<file path="src/rtl/vic_pkg.sv">
package vic_pkg;
  localparam int NSRC  = 10;
  localparam int NBIT  = NSRC + 1;
  localparam int LVLW  = 3;
  localparam int SRCW  = $clog2(NSRC);
  localparam int NSER  = 3;
  localparam int SER0  = 3;
  localparam int PAR0  = 6;
  localparam int TMR0  = 7;
  localparam int NSCAN = 9;
  localparam int AW    = 4;
  localparam int DW    = 16;

  localparam logic [AW-1:0] RA_MASK  = AW'(10);
  localparam logic [AW-1:0] RA_PEND  = AW'(11);
  localparam logic [AW-1:0] RA_ISR   = AW'(12);
  localparam logic [AW-1:0] RA_VBASE = AW'(13);

  localparam logic [NBIT-1:0] VALID_BITS = NBIT'(11'h7F7);
  localparam logic [7:0]      CTL_RST    = 8'h07;

  function automatic int src_bit(int n);
    return (n < 3) ? n : n + 1;
  endfunction

  // tie-break order among sources sharing a level
  function automatic int scan_at(int k);
    case (k)
      0: return 0;
      1: return 7;
      2: return 3;
      3: return 1;
      4: return 8;
      5: return 4;
      6: return 5;
      7: return 9;
      default: return 2;
    endcase
  endfunction
endpackage

</file>
<file path="src/rtl/vic_lvl_max.sv">
module vic_lvl_max
  import vic_pkg::*;
(
  input  logic [NSRC-1:0]      act_i,
  input  logic [NSRC*LVLW-1:0] lvl_i,
  output logic [LVLW-1:0]      max_o
);
  always_comb begin
    max_o = '0;
    for (int n = 0; n < NSRC; n++) begin
      if (act_i[n] && lvl_i[n*LVLW +: LVLW] > max_o) max_o = lvl_i[n*LVLW +: LVLW];
    end
  end
endmodule

</file>
<file path="src/rtl/vic_ack_pick.sv">
module vic_ack_pick
  import vic_pkg::*;
(
  input  logic [NSRC-1:0]      cand_i,
  input  logic [NSRC*LVLW-1:0] lvl_i,
  input  logic [LVLW-1:0]      level_i,
  output logic                 hit_o,
  output logic [SRCW-1:0]      src_o
);
  // walk backwards so the earliest entry in the order wins
  always_comb begin
    hit_o = 1'b0;
    src_o = '0;
    for (int k = NSCAN - 1; k >= 0; k--) begin
      if (cand_i[scan_at(k)] && lvl_i[scan_at(k)*LVLW +: LVLW] == level_i) begin
        hit_o = 1'b1;
        src_o = SRCW'(scan_at(k));
      end
    end
  end
endmodule

</file>
<file path="src/rtl/vic_vec_gen.sv">
module vic_vec_gen
  import vic_pkg::*;
(
  input  logic              hit_i,
  input  logic [SRCW-1:0]   src_i,
  input  logic [2:0]        base_i,
  input  logic [2*NSER-1:0] cause_i,
  output logic [7:0]        vec_o
);
  logic [4:0] low;
  logic [1:0] cause;

  always_comb begin
    cause = 2'b00;
    for (int c = 0; c < NSER; c++) begin
      if (int'(src_i) == SER0 + c) cause = cause_i[2*c +: 2];
    end
    if (!hit_i)                    low = 5'h1F;
    else if (int'(src_i) >= TMR0)  low = 5'(int'(src_i) - 3);
    else if (int'(src_i) >= SER0)  low = {3'(int'(src_i) - 1), cause};
    else                           low = 5'(src_i);
    vec_o = {base_i, low};
  end
endmodule

</file>
<file path="src/rtl/vic_ctrl.sv">
module vic_ctrl
  import vic_pkg::*;
(
  input  logic              clk_i,
  input  logic              rst_ni,
  input  logic              reg_we_i,
  input  logic [AW-1:0]     reg_addr_i,
  input  logic [DW-1:0]     reg_wdata_i,
  input  logic [1:0]        reg_be_i,
  output logic [DW-1:0]     reg_rdata_o,
  input  logic [NSRC-1:0]   src_req_i,
  input  logic [2*NSER-1:0] ser_cause_i,
  input  logic              ack_i,
  input  logic [LVLW-1:0]   ack_level_i,
  output logic [7:0]        vec_o,
  output logic [LVLW-1:0]   ipl_o
);
  logic [7:0]      ctl_q [NSRC];
  logic [NBIT-1:0] mask_q, pend_q, isr_q;
  logic [NBIT-1:0] pend_d, isr_d, req_bits, win_bits, lane;
  logic [2:0]      vbase_q;
  logic [NSRC-1:0] pend_src, mask_src, cand;
  logic [NSRC*LVLW-1:0] lvl_flat;
  logic            ack_hit;
  logic [SRCW-1:0] win_src;

  assign lane = {{(NBIT-8){reg_be_i[1]}}, {8{reg_be_i[0]}}};

  assign req_bits[3] = 1'b0;
  assign win_bits[3] = 1'b0;
  for (genvar n = 0; n < NSRC; n++) begin : g_map
    assign req_bits[src_bit(n)] = src_req_i[n];
    assign win_bits[src_bit(n)] = ack_i && ack_hit && (win_src == SRCW'(n));
    assign pend_src[n]          = pend_q[src_bit(n)];
    assign mask_src[n]          = mask_q[src_bit(n)];
    assign lvl_flat[n*LVLW +: LVLW] = ctl_q[n][LVLW-1:0];
  end
  assign cand = pend_src & ~mask_src;

  vic_lvl_max u_lvl (.act_i(cand), .lvl_i(lvl_flat), .max_o(ipl_o));

  vic_ack_pick u_pick (
    .cand_i(cand), .lvl_i(lvl_flat), .level_i(ack_level_i),
    .hit_o(ack_hit), .src_o(win_src)
  );

  vic_vec_gen u_vec (
    .hit_i(ack_hit), .src_i(win_src), .base_i(vbase_q),
    .cause_i(ser_cause_i), .vec_o(vec_o)
  );

  // clear by write, clear by ack, then set by request (set wins)
  always_comb begin
    pend_d = pend_q;
    isr_d  = isr_q;
    if (reg_we_i && reg_addr_i == RA_PEND) pend_d &= reg_wdata_i[NBIT-1:0] | ~lane;
    if (reg_we_i && reg_addr_i == RA_ISR)  isr_d  &= reg_wdata_i[NBIT-1:0] | ~lane;
    pend_d = (pend_d & ~win_bits) | req_bits;
    isr_d  = isr_d | win_bits;
  end

  always_ff @(posedge clk_i or negedge rst_ni) begin
    if (!rst_ni) begin
      for (int n = 0; n < NSRC; n++) ctl_q[n] <= CTL_RST;
      mask_q  <= VALID_BITS;
      pend_q  <= '0;
      isr_q   <= '0;
      vbase_q <= '0;
    end else begin
      for (int n = 0; n < NSRC; n++)
        if (reg_we_i && reg_be_i[0] && reg_addr_i == AW'(n)) ctl_q[n] <= reg_wdata_i[7:0];
      if (reg_we_i && reg_addr_i == RA_MASK)
        mask_q <= ((mask_q & ~lane) | (reg_wdata_i[NBIT-1:0] & lane)) & VALID_BITS;
      if (reg_we_i && reg_be_i[0] && reg_addr_i == RA_VBASE) vbase_q <= reg_wdata_i[7:5];
      pend_q <= pend_d;
      isr_q  <= isr_d;
    end
  end

  always_comb begin
    reg_rdata_o = '0;
    if (int'(reg_addr_i) < NSRC) reg_rdata_o = DW'(ctl_q[int'(reg_addr_i)]);
    else case (reg_addr_i)
      RA_MASK:  reg_rdata_o = DW'(mask_q);
      RA_PEND:  reg_rdata_o = DW'(pend_q);
      RA_ISR:   reg_rdata_o = DW'(isr_q);
      RA_VBASE: reg_rdata_o = DW'({vbase_q, 5'b0});
      default:  reg_rdata_o = '0;
    endcase
  end
endmodule

</file>
<file path="config.mk">
export PLATFORM = sky130hd
export DESIGN_NAME = vic_ctrl
export DESIGN_NICKNAME = d
export VERILOG_FILES = /design/src/rtl/vic_pkg.sv /design/src/rtl/vic_lvl_max.sv /design/src/rtl/vic_ack_pick.sv /design/src/rtl/vic_vec_gen.sv /design/src/rtl/vic_ctrl.sv
export SDC_FILE = /design/constraint.sdc
export NUM_CORES = 1
export LEC_CHECK = 0
export BUFFER_PORTS_ARGS = -buffer_cell sky130_fd_sc_hd__buf_4
export CAP_MARGIN = 20
export CORE_ASPECT_RATIO = 1.2
export CORE_MARGIN = 2
export CORE_UTILIZATION = 50
export CTS_CLUSTER_SIZE = 12
export DETAILED_ROUTE_END_ITERATION = 10
export HOLD_SLACK_MARGIN = 0.15
export PLACE_DENSITY = 0.8
export SLEW_MARGIN = 20
export SYNTH_ARGS = -nofsm -noshare
export SYNTH_HDL_FRONTEND = slang
export SYNTH_HIERARCHICAL = 1
export SYNTH_SLANG_ARGS = --single-unit
</file>
<file path="constraint.sdc">
create_clock -name clk_i -period 26.7 [get_ports clk_i]
set_clock_uncertainty 0.2 [all_clocks]
set_input_delay 5.34 -clock clk_i [delete_from_list [all_inputs] [get_ports clk_i]]
set_output_delay 5.34 -clock clk_i [all_outputs]
set_load 0.01 [all_outputs]
</file>
==> results_dict.tcl <==
set metrics [dict create \
    vdd_drop_max_mv 0.0581 \
    drc_errors 0 \
    n_antenna_cell 0 \
    post_cts_buffers 0 \
    cts_resized 0 \
    setup_viol 0 \
    rsz0062_at_grt "no" \
    syn_to_final_growth_pct 13.8 \
    grt_overflow 0 \
    final_cell_count_no_fill 958 \
    synth_area_um2 7700 \
    timing.critical_path.mode_cell "ha_1" \
    gr-usage-met2 0.400 \
    clkTransAtPathRegs_ps 60 \
    grt_pass1_wl_mm 30.6 \
    globalRouteMet3Util 0.0614 \
    fp.dieH_um 140 \
    ys_seq_elements 115 \
    design.core.area_um2 15000 \
    fillerInstances 1218 \
    drv_slew 0 \
    grt-busiest-layer "met2" \
    cts.sink_count 115 \
    drive_above_1_share 0.375 \
    ys_seq_area_frac 0.380 \
    gp_congestion 0.855 \
    netlist_instances 698 \
    hold_path.class "register to register" \
    placed_cells 926 \
    start_util 0.513 \
    yosysWarnings 6 \
    slowest_stage "mux2_2" \
    cts.path.max_buffers 2 \
    pin_count 72 \
    outcome "finished, final reports clean" \
    grt_pass1_vias 5855 \
    final.min_clock_period_ps 17840 \
    max_freq_ghz 0.0561 \
    arrival_ps 12300 \
    placed_cell_area_um2 8160 \
    hold_violations 0 \
    critPathLaunchType "register" \
    worstMarginPinSlew_ps 1090 \
    vias 5934 \
    cts_tree "built" \
    cp_max_fo 5 \
    fin_crit_sh 0.668 \
    cts_made_buffers 17 \
    antenna_found_initial 0 \
    power_mw 0.862 \
    cp-end-kind "output pin" \
    critPathKind "register to output pin" \
    dp_hpwl_mm 13.5 \
    synth-edff-count 0 \
    wl_mm 19.4 \
    htree_levels 4 \
    final_cell_mix "84 x mux2_2, 75 x dfrtp_1, 63 x buf_4" \
    wl_per_cell_um 20.3 \
    p_leak_nw 3.70 \
    portBuffers 61 \
    ys.flop_type "dfrtp_1" \
    grt_usage 0.244 \
    cts_hold_buf 0 \
    crit_required_ps 21160 \
    fin_nets 804 \
    ant_nets 0 \
    layout_commonest_cell "mux2_2" \
    slowest_delay_ps 400 \
    grtUsageMet1 0.309 \
    grt_max_degree 61 \
    cts-root-buf "clkbuf_16" \
    relSlewSlack 0.275 \
    syn-mean-instance-area_um2 11.0 \
    first_pass_iters 5 \
    row_count 49 \
    final_core_util 0.583 \
    async_flop_share 1.00 \
    design_area_um2 8760 \
    die_area_um2 16400 \
    maxCapViolCount 0 \
    clk_latency_ps 410 \
    vias_per_cell 6.19 \
    fin_setup_tns_ps 0 \
    synth.distinct_cells 82 \
    drt-initial-drc-count 434 \
    p_per_area_nw_per_um2 98.4 \
    die_w_um 117 \
]
[power by group]
| part | total [mW] | switching [mW] | internal (mW) | leakage [nW] |
|---|---|---|---|---|
| Combinational | 0.381 | 0.196 | 0.186 | 2.08 |
| Clock | 0.227 | 0.0803 | 0.146 | 0.291 |
| Sequential | 0.254 | 0.0340 | 0.220 | 1.33 |
[cell usage after synthesis (4+ instances only)]
library cell | n | area [um^2]
nand3b_1 | 4 | 30.0
nand4b_1 | 4 | 35.0
clkbuf_1 | 10 | 37.5
a22oi_1 | 10 | 75.1
mux2_4 | 21 | 315
nor3_1 | 5 | 25.0
nor2b_1 | 17 | 106
o221ai_1 | 9 | 78.8
ha_1 | 18 | 225
nand2b_1 | 10 | 62.6
mux2i_1 | 16 | 160
nor2_1 | 24 | 90.1
o21a_1 | 5 | 37.5
nand4_1 | 9 | 56.3
dfrtp_1 | 75 | 1880
o211ai_1 | 7 | 52.6
maj3_1 | 4 | 40.0
o31ai_1 | 7 | 52.6
o22ai_1 | 4 | 25.0
buf_4 | 15 | 113
a21oi_1 | 24 | 120
mux4_2 | 10 | 225
dfstp_2 | 40 | 1050
mux2_2 | 84 | 946
a21boi_0 | 5 | 37.5
a31o_2 | 5 | 43.8
nand3_1 | 14 | 70.1
xnor2_1 | 25 | 219
nand2_1 | 47 | 176
inv_1 | 22 | 82.6
o21ai_0 | 31 | 155
a31o_1 | 4 | 35.0
and2_1 | 8 | 50.1
a31oi_1 | 8 | 50.1
buf_2 | 10 | 50.1
or2_1 | 5 | 31.3
buf_6 | 7 | 78.8
[cells by family after synthesis]
family	synth area share
xor+xnor	0.0327
simple gates	0.145
compound gates	0.135
fa+ha+maj	0.0344
other cells	0.000487
buf+inv	0.0488
flops	0.380
mux	0.224
[critical path: cells and delay by family, from the launching register on]
family	cells	cell delay, ps
compound gates	17	2810
buf+inv	3	400
mux	7	2400
simple gates	16	2310
fa+ha+maj	12	3580
flops	1	360
[flip-flops by register name, summed over array words and instances (netlist names), named ones only]
| signal | flops |
|---|---|
| ctl_q | 80 |
| isr_q | 11 |
| pend_q | 11 |
| vbase_q | 3 |
[worst paths after layout]
kind                                 from         to  slack [ps]  cells past startpoint
worst max-delay path            pend_q[0]   ipl_o[0]        8860                     55
worst max register to register  pend_q[6]  pend_q[8]       23470                      7
min in group asynchronous          rst_ni  ctl_q[55]        4770                      1
worst min-delay path            pend_q[3]  pend_q[3]         280                      1
max in group asynchronous          rst_ni  pend_q[1]       20300                      2
worst min register to register  pend_q[3]  pend_q[3]         280                      1
[through the flow]
stage / worst slack (ps) / hold slack, ps
floorplan: 10440 / 258
global placement: 9600 / 270
detailed placement: 9300 / 277
CTS: 8840 / 289
global route: 8050 / 310
finish: 8860 / 284
[area by class of cell]
type,instances,area [um^2],area share
Clock buffer,19,433,0.0494
Clock inverter,13,161,0.0184
Inverter,22,82.6,0.00942
Multi-Input combinational cell,522,4430,0.505
Sequential cell,115,2930,0.334
Tap cell,204,255,0.0291
Timing Repair Buffer,63,473,0.0540
[routing by layer]
layer | vias to the layer above | wire length, um | share of wire
li1 | 2672 | - | -
met2 | 238 | 9610 | 0.49
met1 | 2970 | 7910 | 0.41
met3 | 54 | 1220 | 0.063
met5 | - | 0 | 0
met4 | 0 | 679 | 0.035
(Power assumes the default switching activity.)
